--- src/rtl/dsh_pkg.sv ---
// Package: shared constants for the host register front end.
// Assumes a 4-bit offset space; per-channel offsets repeat every 8 locations.
package dsh_pkg;
    localparam int NCH = 2;
    // Channel-local offsets (low three address bits).
    localparam logic [2:0] LOC_MODE = 3'd0;
    localparam logic [2:0] LOC_SEL  = 3'd1;
    localparam logic [2:0] LOC_CMD  = 3'd2;
    localparam logic [2:0] LOC_HOLD = 3'd3;
    // Shared offsets.
    localparam logic [3:0] OFS_AUX  = 4'h4;
    localparam logic [3:0] OFS_MASK = 4'h5;
    localparam logic [3:0] OFS_CHI  = 4'h6;
    localparam logic [3:0] OFS_CLO  = 4'h7;
    localparam logic [3:0] OFS_VEC  = 4'hC;
    localparam logic [3:0] OFS_PCFG = 4'hD;
    localparam logic [3:0] OFS_SETP = 4'hE;
    localparam logic [3:0] OFS_CLRP = 4'hF;
    localparam logic [3:0] OFS_MSKR = 4'h2;
    // Command field code that sends a mode pointer back to the first byte.
    localparam logic [2:0] PTR_RST_CODE = 3'b001;
endpackage

--- src/rtl/dsh_access.sv ---
// Module: dsh_access
// Turns a level-held bus access into single-cycle read/write go pulses.
// Assumes each access is separated by at least one idle cycle.
module dsh_access (
    input  logic clk,
    input  logic rst_n,
    input  logic sel,
    input  logic rd_en,
    input  logic wr_en,
    output logic rd_go,
    output logic wr_go
);
    logic act, act_q;

    assign act = sel & (rd_en | wr_en);

    // Remember whether the previous cycle was already inside an access.
    always_ff @(posedge clk) begin
        if (!rst_n) act_q <= 1'b0;
        else        act_q <= act;
    end

    // First active cycle only; a read wins over a simultaneous write.
    always_comb begin
        rd_go = act & ~act_q & rd_en;
        wr_go = act & ~act_q & ~rd_en;
    end


    go_once_chk: assert property (@(posedge clk) disable iff (!rst_n)
        (rd_go || wr_go) |=> !(rd_go || wr_go));
endmodule

--- src/rtl/dsh_chan.sv ---
// Module: dsh_chan
// Per-channel state: the mode byte pair with its pointer, clock select,
// and the channel strobes. Assumes at most one decoded access per cycle.
module dsh_chan #(
    parameter int DW = 8
) (
    input  logic          clk,
    input  logic          rst_n,
    input  logic          mr_rd,
    input  logic          mr_wr,
    input  logic          cs_wr,
    input  logic          cr_wr,
    input  logic          hr_rd,
    input  logic          hr_wr,
    input  logic [DW-1:0] wdata,
    output logic [DW-1:0] mode1,
    output logic [DW-1:0] mode2,
    output logic [DW-1:0] clk_sel,
    output logic          ptr,
    output logic          cmd_stb,
    output logic          tx_push,
    output logic          rx_pop
);
    import dsh_pkg::*;

    logic rst_cmd;
    assign rst_cmd = cr_wr && (wdata[6:4] == PTR_RST_CODE);

    // Mode pointer: advance on any mode access, return on reset command.
    always_ff @(posedge clk) begin
        if (!rst_n)              ptr <= 1'b0;
        else if (rst_cmd)        ptr <= 1'b0;
        else if (mr_rd || mr_wr) ptr <= 1'b1;
    end

    // Mode byte pair and clock select storage.
    always_ff @(posedge clk) begin
        if (!rst_n) begin
            mode1   <= '0;
            mode2   <= '0;
            clk_sel <= '0;
        end else begin
            if (mr_wr && !ptr) mode1   <= wdata;
            if (mr_wr &&  ptr) mode2   <= wdata;
            if (cs_wr)         clk_sel <= wdata;
        end
    end

    // Single-cycle strobes towards the channel logic.
    always_ff @(posedge clk) begin
        if (!rst_n) begin
            cmd_stb <= 1'b0;
            tx_push <= 1'b0;
            rx_pop  <= 1'b0;
        end else begin
            cmd_stb <= cr_wr && !rst_cmd;
            tx_push <= hr_wr;
            rx_pop  <= hr_rd;
        end
    end


    ptr_adv_chk: assert property (@(posedge clk) disable iff (!rst_n)
        (mr_rd || mr_wr) |=> ptr);

    mr1_keep_chk: assert property (@(posedge clk) disable iff (!rst_n)
        (mr_wr && ptr) |=> $stable(mode1));

    ptr_hold_chk: assert property (@(posedge clk) disable iff (!rst_n)
        (ptr && !cr_wr) |=> ptr);

    ptr_clr_chk: assert property (@(posedge clk) disable iff (!rst_n)
        (cr_wr && wdata[6:4] == 3'b001) |=> (!ptr && !cmd_stb));
endmodule

--- src/rtl/dsh_oport.sv ---
// Module: dsh_oport
// Output-pin byte driven by set-bits and clear-bits commands.
// Assumes set and clear never arrive in the same cycle.
module dsh_oport #(
    parameter int DW = 8
) (
    input  logic          clk,
    input  logic          rst_n,
    input  logic          set_go,
    input  logic          clr_go,
    input  logic [DW-1:0] wdata,
    output logic [DW-1:0] pin_out
);
    // Apply the set or clear mask to the pin byte.
    always_ff @(posedge clk) begin
        if (!rst_n)      pin_out <= '0;
        else if (set_go) pin_out <= pin_out | wdata;
        else if (clr_go) pin_out <= pin_out & ~wdata;
    end


    set_bits_chk: assert property (@(posedge clk) disable iff (!rst_n)
        set_go |=> ((pin_out & $past(wdata)) == $past(wdata)));

    clr_bits_chk: assert property (@(posedge clk) disable iff (!rst_n)
        clr_go |=> ((pin_out & $past(wdata)) == '0));

    pin_idle_chk: assert property (@(posedge clk) disable iff (!rst_n)
        (!set_go && !clr_go) |=> $stable(pin_out));
endmodule

--- src/rtl/dsh_host_regs.sv ---
// Module: dsh_host_regs
// Host register front end for a two-channel serial controller: address
// decode, shared configuration storage, registered read mux and strobes.
// Assumes a synchronous host bus with accesses separated by an idle cycle.
module dsh_host_regs #(
    parameter int DW = 8,
    parameter int CW = 2 * DW
) (
    input  logic          clk,
    input  logic          rst_n,
    input  logic          sel,
    input  logic          rd_en,
    input  logic          wr_en,
    input  logic [3:0]    addr,
    input  logic [DW-1:0] wdata,
    output logic [DW-1:0] rdata,
    input  logic [DW-1:0] stat_a,
    input  logic [DW-1:0] stat_b,
    input  logic [DW-1:0] rxd_a,
    input  logic [DW-1:0] rxd_b,
    input  logic [DW-1:0] irq_src,
    input  logic [DW-1:0] pin_chg,
    input  logic [DW-1:0] pin_lvl,
    input  logic [CW-1:0] cnt_now,
    output logic [DW-1:0] mode1_a,
    output logic [DW-1:0] mode2_a,
    output logic [DW-1:0] mode1_b,
    output logic [DW-1:0] mode2_b,
    output logic [DW-1:0] clk_sel_a,
    output logic [DW-1:0] clk_sel_b,
    output logic [DW-1:0] aux_ctl,
    output logic [DW-1:0] irq_mask,
    output logic [DW-1:0] irq_vec,
    output logic [DW-1:0] pin_cfg,
    output logic [DW-1:0] pin_out,
    output logic [CW-1:0] cnt_load,
    output logic [1:0]    rx_pop,
    output logic [1:0]    tx_push,
    output logic [1:0]    cmd_stb,
    output logic [DW-1:0] stb_data,
    output logic          cnt_start,
    output logic          cnt_stop
);
    import dsh_pkg::*;

    logic rd_go, wr_go;
    logic [NCH-1:0]         ch_ptr;
    logic [NCH-1:0][DW-1:0] ch_m1, ch_m2, ch_cs;
    logic [NCH-1:0][DW-1:0] ch_stat, ch_rxd;

    assign ch_stat = {stat_b, stat_a};
    assign ch_rxd  = {rxd_b, rxd_a};

    dsh_access u_acc (
        .clk(clk), .rst_n(rst_n), .sel(sel), .rd_en(rd_en), .wr_en(wr_en),
        .rd_go(rd_go), .wr_go(wr_go)
    );

    // One channel instance per half of the map; bit 3 picks the channel.
    for (genvar c = 0; c < NCH; c++) begin : g_ch
        logic hit;
        assign hit = (addr[3] == c[0]) && !addr[2];
        dsh_chan #(.DW(DW)) u_ch (
            .clk(clk), .rst_n(rst_n),
            .mr_rd(rd_go && hit && addr[2:0] == LOC_MODE),
            .mr_wr(wr_go && hit && addr[2:0] == LOC_MODE),
            .cs_wr(wr_go && hit && addr[2:0] == LOC_SEL),
            .cr_wr(wr_go && hit && addr[2:0] == LOC_CMD),
            .hr_rd(rd_go && hit && addr[2:0] == LOC_HOLD),
            .hr_wr(wr_go && hit && addr[2:0] == LOC_HOLD),
            .wdata(wdata),
            .mode1(ch_m1[c]), .mode2(ch_m2[c]), .clk_sel(ch_cs[c]),
            .ptr(ch_ptr[c]), .cmd_stb(cmd_stb[c]),
            .tx_push(tx_push[c]), .rx_pop(rx_pop[c])
        );
    end

    assign mode1_a   = ch_m1[0];
    assign mode2_a   = ch_m2[0];
    assign mode1_b   = ch_m1[1];
    assign mode2_b   = ch_m2[1];
    assign clk_sel_a = ch_cs[0];
    assign clk_sel_b = ch_cs[1];

    dsh_oport #(.DW(DW)) u_op (
        .clk(clk), .rst_n(rst_n),
        .set_go(wr_go && addr == OFS_SETP),
        .clr_go(wr_go && addr == OFS_CLRP),
        .wdata(wdata), .pin_out(pin_out)
    );

    // Shared configuration bytes written from the bus.
    always_ff @(posedge clk) begin
        if (!rst_n) begin
            aux_ctl  <= '0;
            irq_mask <= '0;
            irq_vec  <= '0;
            pin_cfg  <= '0;
            cnt_load <= '0;
        end else if (wr_go) begin
            case (addr)
                OFS_AUX:  aux_ctl  <= wdata;
                OFS_MASK: irq_mask <= wdata;
                OFS_VEC:  irq_vec  <= wdata;
                OFS_PCFG: pin_cfg  <= wdata;
                OFS_CHI:  cnt_load[CW-1:DW] <= wdata;
                OFS_CLO:  cnt_load[DW-1:0]  <= wdata;
                default: ;
            endcase
        end
    end

    // Byte presented with write strobes.
    always_ff @(posedge clk) begin
        if (!rst_n)     stb_data <= '0;
        else if (wr_go) stb_data <= wdata;
    end

    // Counter start/stop triggered by reads of the top two offsets.
    always_ff @(posedge clk) begin
        if (!rst_n) begin
            cnt_start <= 1'b0;
            cnt_stop  <= 1'b0;
        end else begin
            cnt_start <= rd_go && addr == OFS_SETP;
            cnt_stop  <= rd_go && addr == OFS_CLRP;
        end
    end

    // Registered read mux, captured on the first cycle of a read.
    always_ff @(posedge clk) begin
        if (!rst_n) rdata <= '0;
        else if (rd_go) begin
            case (addr)
                4'h0:     rdata <= ch_ptr[0] ? ch_m2[0] : ch_m1[0];
                4'h1:     rdata <= ch_stat[0];
                OFS_MSKR: rdata <= irq_src & irq_mask;
                4'h3:     rdata <= ch_rxd[0];
                4'h4:     rdata <= pin_chg;
                4'h5:     rdata <= irq_src;
                4'h6:     rdata <= cnt_now[CW-1:DW];
                4'h7:     rdata <= cnt_now[DW-1:0];
                4'h8:     rdata <= ch_ptr[1] ? ch_m2[1] : ch_m1[1];
                4'h9:     rdata <= ch_stat[1];
                4'hB:     rdata <= ch_rxd[1];
                OFS_VEC:  rdata <= irq_vec;
                OFS_PCFG: rdata <= pin_lvl;
                default:  rdata <= '0;
            endcase
        end
    end


    mask_read_chk: assert property (@(posedge clk) disable iff (!rst_n)
        (rd_go && addr == 4'h2) |=> (rdata == ($past(irq_src) & irq_mask)));

    rsvd_read_chk: assert property (@(posedge clk) disable iff (!rst_n)
        (rd_go && addr == 4'hA) |=> (rdata == '0 && rx_pop == '0 && tx_push == '0
                                     && cmd_stb == '0 && !cnt_start && !cnt_stop));

    cnt_excl_chk: assert property (@(posedge clk) disable iff (!rst_n)
        $onehot0({cnt_start, cnt_stop}));

    pop_once_chk: assert property (@(posedge clk) disable iff (!rst_n)
        (rx_pop != '0) |=> (rx_pop == '0));
endmodule

--- config.mk ---
export PLATFORM = sky130hd
export DESIGN_NAME = dsh_host_regs
export DESIGN_NICKNAME = d
export VERILOG_FILES = /design/src/rtl/dsh_pkg.sv /design/src/rtl/dsh_access.sv /design/src/rtl/dsh_chan.sv /design/src/rtl/dsh_oport.sv /design/src/rtl/dsh_host_regs.sv
export SDC_FILE = /design/constraint.sdc
export NUM_CORES = 1
export LEC_CHECK = 0
export BUFFER_PORTS_ARGS = -buffer_cell sky130_fd_sc_hd__buf_2
export CORE_UTILIZATION = 45
export CTS_CLUSTER_DIAMETER = 60
export DETAILED_ROUTE_END_ITERATION = 8
export GPL_TIMING_DRIVEN = 0
export PLACE_DENSITY_LB_ADDON = 0.2
export SLEW_MARGIN = 15
export SYNTH_ARGS = -nofsm -noshare
export SYNTH_HDL_FRONTEND = slang
export SYNTH_SLANG_ARGS = --single-unit
--- constraint.sdc ---
create_clock -name clk -period 2 [get_ports clk]
set_input_delay 0.1 -clock clk [delete_from_list [all_inputs] [get_ports clk]]
set_output_delay 0.1 -clock clk [all_outputs]
set_load 0.05 [all_outputs]
# ---- Word-level counts from Yosys, hierarchy flattened
# Cells that the tools add are included.
dict set report word_totals {
  out_inout_bits 128
  input_bits 89
  regBits 131
}
dict set report classes {
  eq_ne 18
  n_reduce_logical 48
  muxes 5
  n_bitwise 13
}
# operator count
set op_table {}
lappend op_table {{8-bit case mux with 13 select lines} 1}
lappend op_table {{8-bit two-way mux} 4}
lappend op_table {{1-bit logical AND} 30}
lappend op_table {{4-bit equality test (second input constant)} 7}
lappend op_table {{8-bit AND} 2}
lappend op_table {{4-bit by 3-bit equality test with 1-bit output (second input constant)} 4}
lappend op_table {{2-bit AND reduction} 6}
lappend op_table {{4-bit by 2-bit equality test with 1-bit output (second input constant)} 2}
lappend op_table {{8-bit inverter} 1}
lappend op_table {{8-bit bitwise OR} 1}
lappend op_table {{3-bit by 1-bit equality test with 1-bit output (second input constant)} 2}
lappend op_table {{3-bit by 2-bit equality test with 1-bit output (second input constant)} 2}
lappend op_table {{1-bit zero test} 5}
lappend op_table {{1-bit AND} 4}
lappend op_table {{4-bit by 1-bit equality test with 1-bit output (second input constant)} 1}
lappend op_table {{4-bit zero test} 1}
lappend op_table {{1-bit inverter} 4}
lappend op_table {{2-bit OR reduction} 2}
lappend op_table {{3-bit zero test} 1}
lappend op_table {{1-bit logical OR} 2}
lappend op_table {{2-bit nonzero test} 1}
lappend op_table {{1-bit bitwise OR} 1}

# ---- Logic depth before layout (Yosys ltp)
dict set report depth {
  ltp_word 9
  depth_mapped 7
  depth_no_buf 4
}

# ---- Modules after synthesis
# A second synthesis with hierarchy kept.
dict set report hier_totals {
  cells_unflattened 664
  area_unflattened_um2 6254.7
}
# module n_inst seq_area_each_um2 area_per_inst_um2 cells_each
set by_module_without_submodules {}
lappend by_module_without_submodules {dsh_host_regs 1 1321.3 3758.6 408}
lappend by_module_without_submodules {dsh_chan 2 560.5 1054.8 109}
lappend by_module_without_submodules {dsh_oport 1 160.2 334.1 34}
lappend by_module_without_submodules {dsh_access 1 20.0 52.6 4}

# ---- Least setup slack after synthesis
# OpenSTA, ideal clock, no wires.
dict set report synth_path {
  kind {register to register}
  startpoint {register g_ch[1].u_ch.ptr}
  endpoint {register g_ch[1].u_ch.mode2[0]}
  stages_incl_launch_ff 5
  t_arrival_ns 1.570
  slack_ns 0.302
  n_path_buf 1
  path_cell_list {dfxtp_1 -> clkbuf_1 -> nand4_1 -> mux2i_1 -> nor2_1}
}
dict set report synth_via {
  elab_chain_cells 1
}
# element line_no
set synth_rtl {}
lappend synth_rtl {{start: declaration} dsh_chan.sv:19} ;# output logic ptr,
lappend synth_rtl {{start signal: assignment} dsh_chan.sv:31} ;# if (!rst_n) ptr <= 1'b0;
lappend synth_rtl {{start signal: assignment} dsh_chan.sv:32} ;# else if (rst_cmd) ptr <= 1'b0;
lappend synth_rtl {{start signal: assignment} dsh_chan.sv:33} ;# else if (mr_rd || mr_wr) ptr <= 1'b1;
lappend synth_rtl {{1-bit logical AND} dsh_chan.sv:44} ;# if (mr_wr && ptr) mode2 <= wdata;
lappend synth_rtl {{end signal: assignment} dsh_chan.sv:44}
lappend synth_rtl {{end: declaration} dsh_chan.sv:17} ;# output logic [DW-1:0] mode2,
# Every way passes these cells.
# A chain may end at the register's enable or synchronous reset.

# ---- Worst setup path in the final report
dict set report layout_path {
  startpoint {input port sel}
  endpoint {register g_ch[0].u_ch.ptr}
}
dict set report layout_via {
  elab_chain_cells 7
  elab_cells_between_ends 12
  cone_classes {4 x bitwise; 8 x reduce/logical}
}
# element line_no
set layout_rtl {}
lappend layout_rtl {{start: declaration} dsh_host_regs.sv:11} ;# input logic sel,
lappend layout_rtl {{1-bit AND (*)} dsh_access.sv:15} ;# assign act = sel & (rd_en | wr_en);
lappend layout_rtl {{1-bit AND (*)} {dsh_access.sv:25, dsh_access.sv:26}}
lappend layout_rtl {{1-bit AND} dsh_access.sv:26} ;# wr_go = act & ~act_q & ~rd_en;
lappend layout_rtl {{1-bit logical AND} {dsh_host_regs.sv:66, dsh_host_regs.sv:68}}
lappend layout_rtl {{1-bit logical AND} dsh_host_regs.sv:68} ;# .cr_wr(wr_go && hit && addr[2:0] == LOC_CMD),
lappend layout_rtl {{1-bit logical AND} dsh_chan.sv:27} ;# assign rst_cmd = cr_wr && (wdata[6:4] == PTR_RST_CODE);
lappend layout_rtl {{2-bit OR reduction (no line)} --}
lappend layout_rtl {{end signal: assignment} dsh_chan.sv:31}
lappend layout_rtl {{end signal: assignment} dsh_chan.sv:32}
lappend layout_rtl {{end signal: assignment} dsh_chan.sv:33}
lappend layout_rtl {{end: declaration} dsh_chan.sv:19}
# Mark *: on every way between the ends. The rest lies on a longest branch, timed or not.

==> metrics <==
worst clock skew 5.022 ps; Placed Instance Area 0.007217 sq mm; # port buffers 212; hold path startpoint rxd_b[4]; Clock Path Buffers 2; first-pass GRT wire length 32.35 mm; Final min period 1915 ps; max cap viols 0; CP arrival 2200 ps; P&R area growth vs syn 34.56%; RR Startpoint u_acc.act_q$_SDFF_PN0_; Final setup viols 0; Slew @ Worst Pin 1087 ps; Worst Path Max Fanout 10; Worst Setup EP g_ch[0].u_ch.ptr$_SDFFE_PP0P_; Avg Cell Area, Syn 9.400 sq um; Detailed Route WL 22.59 mm; Inst Count DP 1016; ANT nets after route 0; Gate Count Post-Synth 632; # rows 41; detailed-router iteration count before antenna repair 5; clock root buffer clkbuf_16; outcome finished clean; P_sw 0.001673 W; area leader, netlist dfxtp_1; clock sinks 131; Worst Path Required 2290 ps; Reg-to-Reg End g_ch[0].u_ch.ptr$_SDFFE_PP0P_; GPL Wtd Cong 0.9279; # DRC 0; fin. max-slew vios 0; Levels on crit path 8; Non-Filler Instances 1062; CTS tree built; Worst R2R Path Depth 6; count leader, synth dfxtp_1; fin util 62.83%; mapped cell area 0.005941 sq mm; final-report hold violation count 0; clock-pin slew on the worst setup and hold paths 60 ps; CP Cell Sequence dlygate4sd3_1 > buf_2 > and4bb_2 > buf_2 > buf_1 > nand2_1 > o22ai_1 > nor2_1; Int Pwr 0.004956 W; Yosys top cell area share 44.14%; worst rel slew slack 26.53%; commonest cells in the netlist 131 x dfxtp_1, 124 x mux2i_1, 113 x nor2_1; kind of critical path input port to register; Max Clk Rate 0.5223 GHz; switching share of power 25.24%; #FFs+latches synth 131; Post-synth EDFFs 0; DR vias 5901; Gate power share 9.1%; Syn Nets 721; Worst path slowest cell dlygate4sd3_1; Synth Warn # 0; largest net degree at the start of global routing 17; CP max stage delay 550 ps; Seq pwr share 39.9%; worst vdd ir 0.6133 mV; Core Box Area 0.01272 sq mm; share of layout cells above drive strength 1 32.25%; Worst Setup Start Kind input port; routed length per instance 21.27 microns; initial drt markers 512; power per cell area 829.3 mW/mm^2; Worst Path Buf+Inv 4; pre-CTS setup slack -224.8 ps; Setup TNS Final 0 ps; unrepaired setup endpoints after global routing no; I/O pin cnt 217; reg2reg setup slack 100 ps; final worst setup slack 85.49 ps; Num CTS Buffers 17; Die Span Y 116.9 microns; Hold Path Class input port to register; Sequential cell area 0.002623 sq mm; Synth area leaders dfxtp_1 44%, mux2i_1 21%, nor2_1 7.1%, clkbuf_1 2.1%, a21oi_1 1.9%; FILL cells 1149; design area 0.007994 sq mm; Vias/cell 5.556; number of global-route vias before repair 5647; Layout Nets 966; endpoint class of the critical path register; synth unique cells 55; fin crit share 95.73%; Skew-Pair Late Insertion Delay 420 ps; initial antenna violation count 0; critical path startpoint sel; sequential share of the synthesized area 44.14%; Post-DP HPWL 16.77 mm; most used cell, CP buf_2; main flop type after synthesis dfxtp_1; Die Area 0.01366 sq mm; Async SR Flop Fraction 0%; # diodes 0; CP delay by family, top buffers and inverters; htree depth 4; GRT Util Overall 32.70%; Die X 116.9 microns; static leakage 3.922 nW; Clock power frac 51.1%; global route overflow 0; Initial Util 46.70%; Multi-input gate area 0.003028 sq mm
[power groups by stage]
stage | Sequential [W] | Clock (W) | Combinational [W]
2_1_floorplan | 0.00276 | 0 | 0.000264
3_3_place_gp | 0.00270 | 0 | 0.000571
3_5_place_dp | 0.00270 | 0 | 0.000574
4_1_cts | 0.00264 | 0.00340 | 0.000592
5_1_grt | 0.00264 | 0.00353 | 0.000631
6_report | 0.00264 | 0.00339 | 0.000601
[flip-flops by register name, indices dropped and copies added, names as in the netlist, 8 cells and up, named ones only]
name and cells:
cnt_load 16, g_ch.u_ch.mode1 16, aux_ctl 8, g_ch.u_ch.clk_sel 16
g_ch.u_ch.mode2 16, rdata 8, irq_vec 8, stb_data 8
irq_mask 8, pin_cfg 8
[placed cells by master, fill, tap and decap left out, drive strengths merged, types with 3 or more instances in the layout]
master / count
nand2b: 5
nor2b: 5
o21ai: 11
clkbuf: 50
nand3: 15
bufinv: 4
mux2i: 124
a32oi: 3
a311oi: 10
a41oi: 4
dfxtp: 131
a31oi: 11
nand2: 26
clkinv: 3
a21oi: 23
dlygate4sd3: 9
o22ai: 10
buf: 243
a22o: 5
nor2: 114
mux2: 4
and4: 3
nor3b: 4
nand3b: 13
and3: 7
inv: 8
nor3: 7
clkinvlp: 3
[cell type report]
| type | count | area share, % |
|---|---|---|
| Clock inverter | 15 | 2.755 |
| Sequential cell | 131 | 32.81 |
| Clock buffer | 17 | 5.322 |
| Multi-Input combinational cell | 439 | 37.88 |
| Buffer | 59 | 3.537 |
| Tap cell | 172 | 2.692 |
| Inverter | 3 | 0.1409 |
| Timing Repair Buffer | 226 | 14.87 |
[what timing repair did]
item | CTS | global route
hold endpoints to repair | 8 | 0
pin swaps | 2 | 0
gates resized for setup | 1 | 1
hold buffers | 9 | 0
buffers inserted | 4 | 1
setup endpoints to repair | 18 | 7
[per-stage QoR]
stage	hold slack, ps	total power, W
6_report	21.18	0.006629
5_1_grt	21.75	0.006804
4_1_cts	7.786	0.006637
3_5_place_dp	376.2	0.003273
3_3_place_gp	361.8	0.003270
2_1_floorplan	209.7	0.003019
[routing by layer]
| metal | wire length [microns] | vias to the layer above | track usage, % |
|---|---|---|---|
| met5 | 0 | - | 0 |
| met4 | 648 | 0 | 13.67 |
| met3 | 1757 | 52 | 6.849 |
| met2 | 10710 | 305 | 54.99 |
| met1 | 9478 | 2796 | 40.76 |
| li1 | - | 2748 | - |
[worst reg2reg max path: cells and delay by family, from the launching register on]
family	cells	cell delay, ps
simple gates	3	530
compound gates	1	230
flops	1	330
buf+inv	2	690
[how the worst min path moves through the flow]
stage	to	slack [ps]	cells after the start
finish	rdata[4]$_SDFFE_PN0N_	20	3
global route	rdata[0]$_SDFFE_PN0N_	20	3
CTS	rdata[0]$_SDFFE_PN0N_	8	3
floorplan	register	210	1
detailed placement	u_acc.act_q$_SDFF_PN0_	380	3
global placement	u_acc.act_q$_SDFF_PN0_	360	3
[kinds of logic after synthesis]
family	Yosys count	share of synthesized area, %
compound gates	93	10.70
buf+inv	62	4.928
flops	131	44.14
mux	129	22.03
simple gates	217	18.20
No activity file was read; power rests on OpenSTA's default activity.
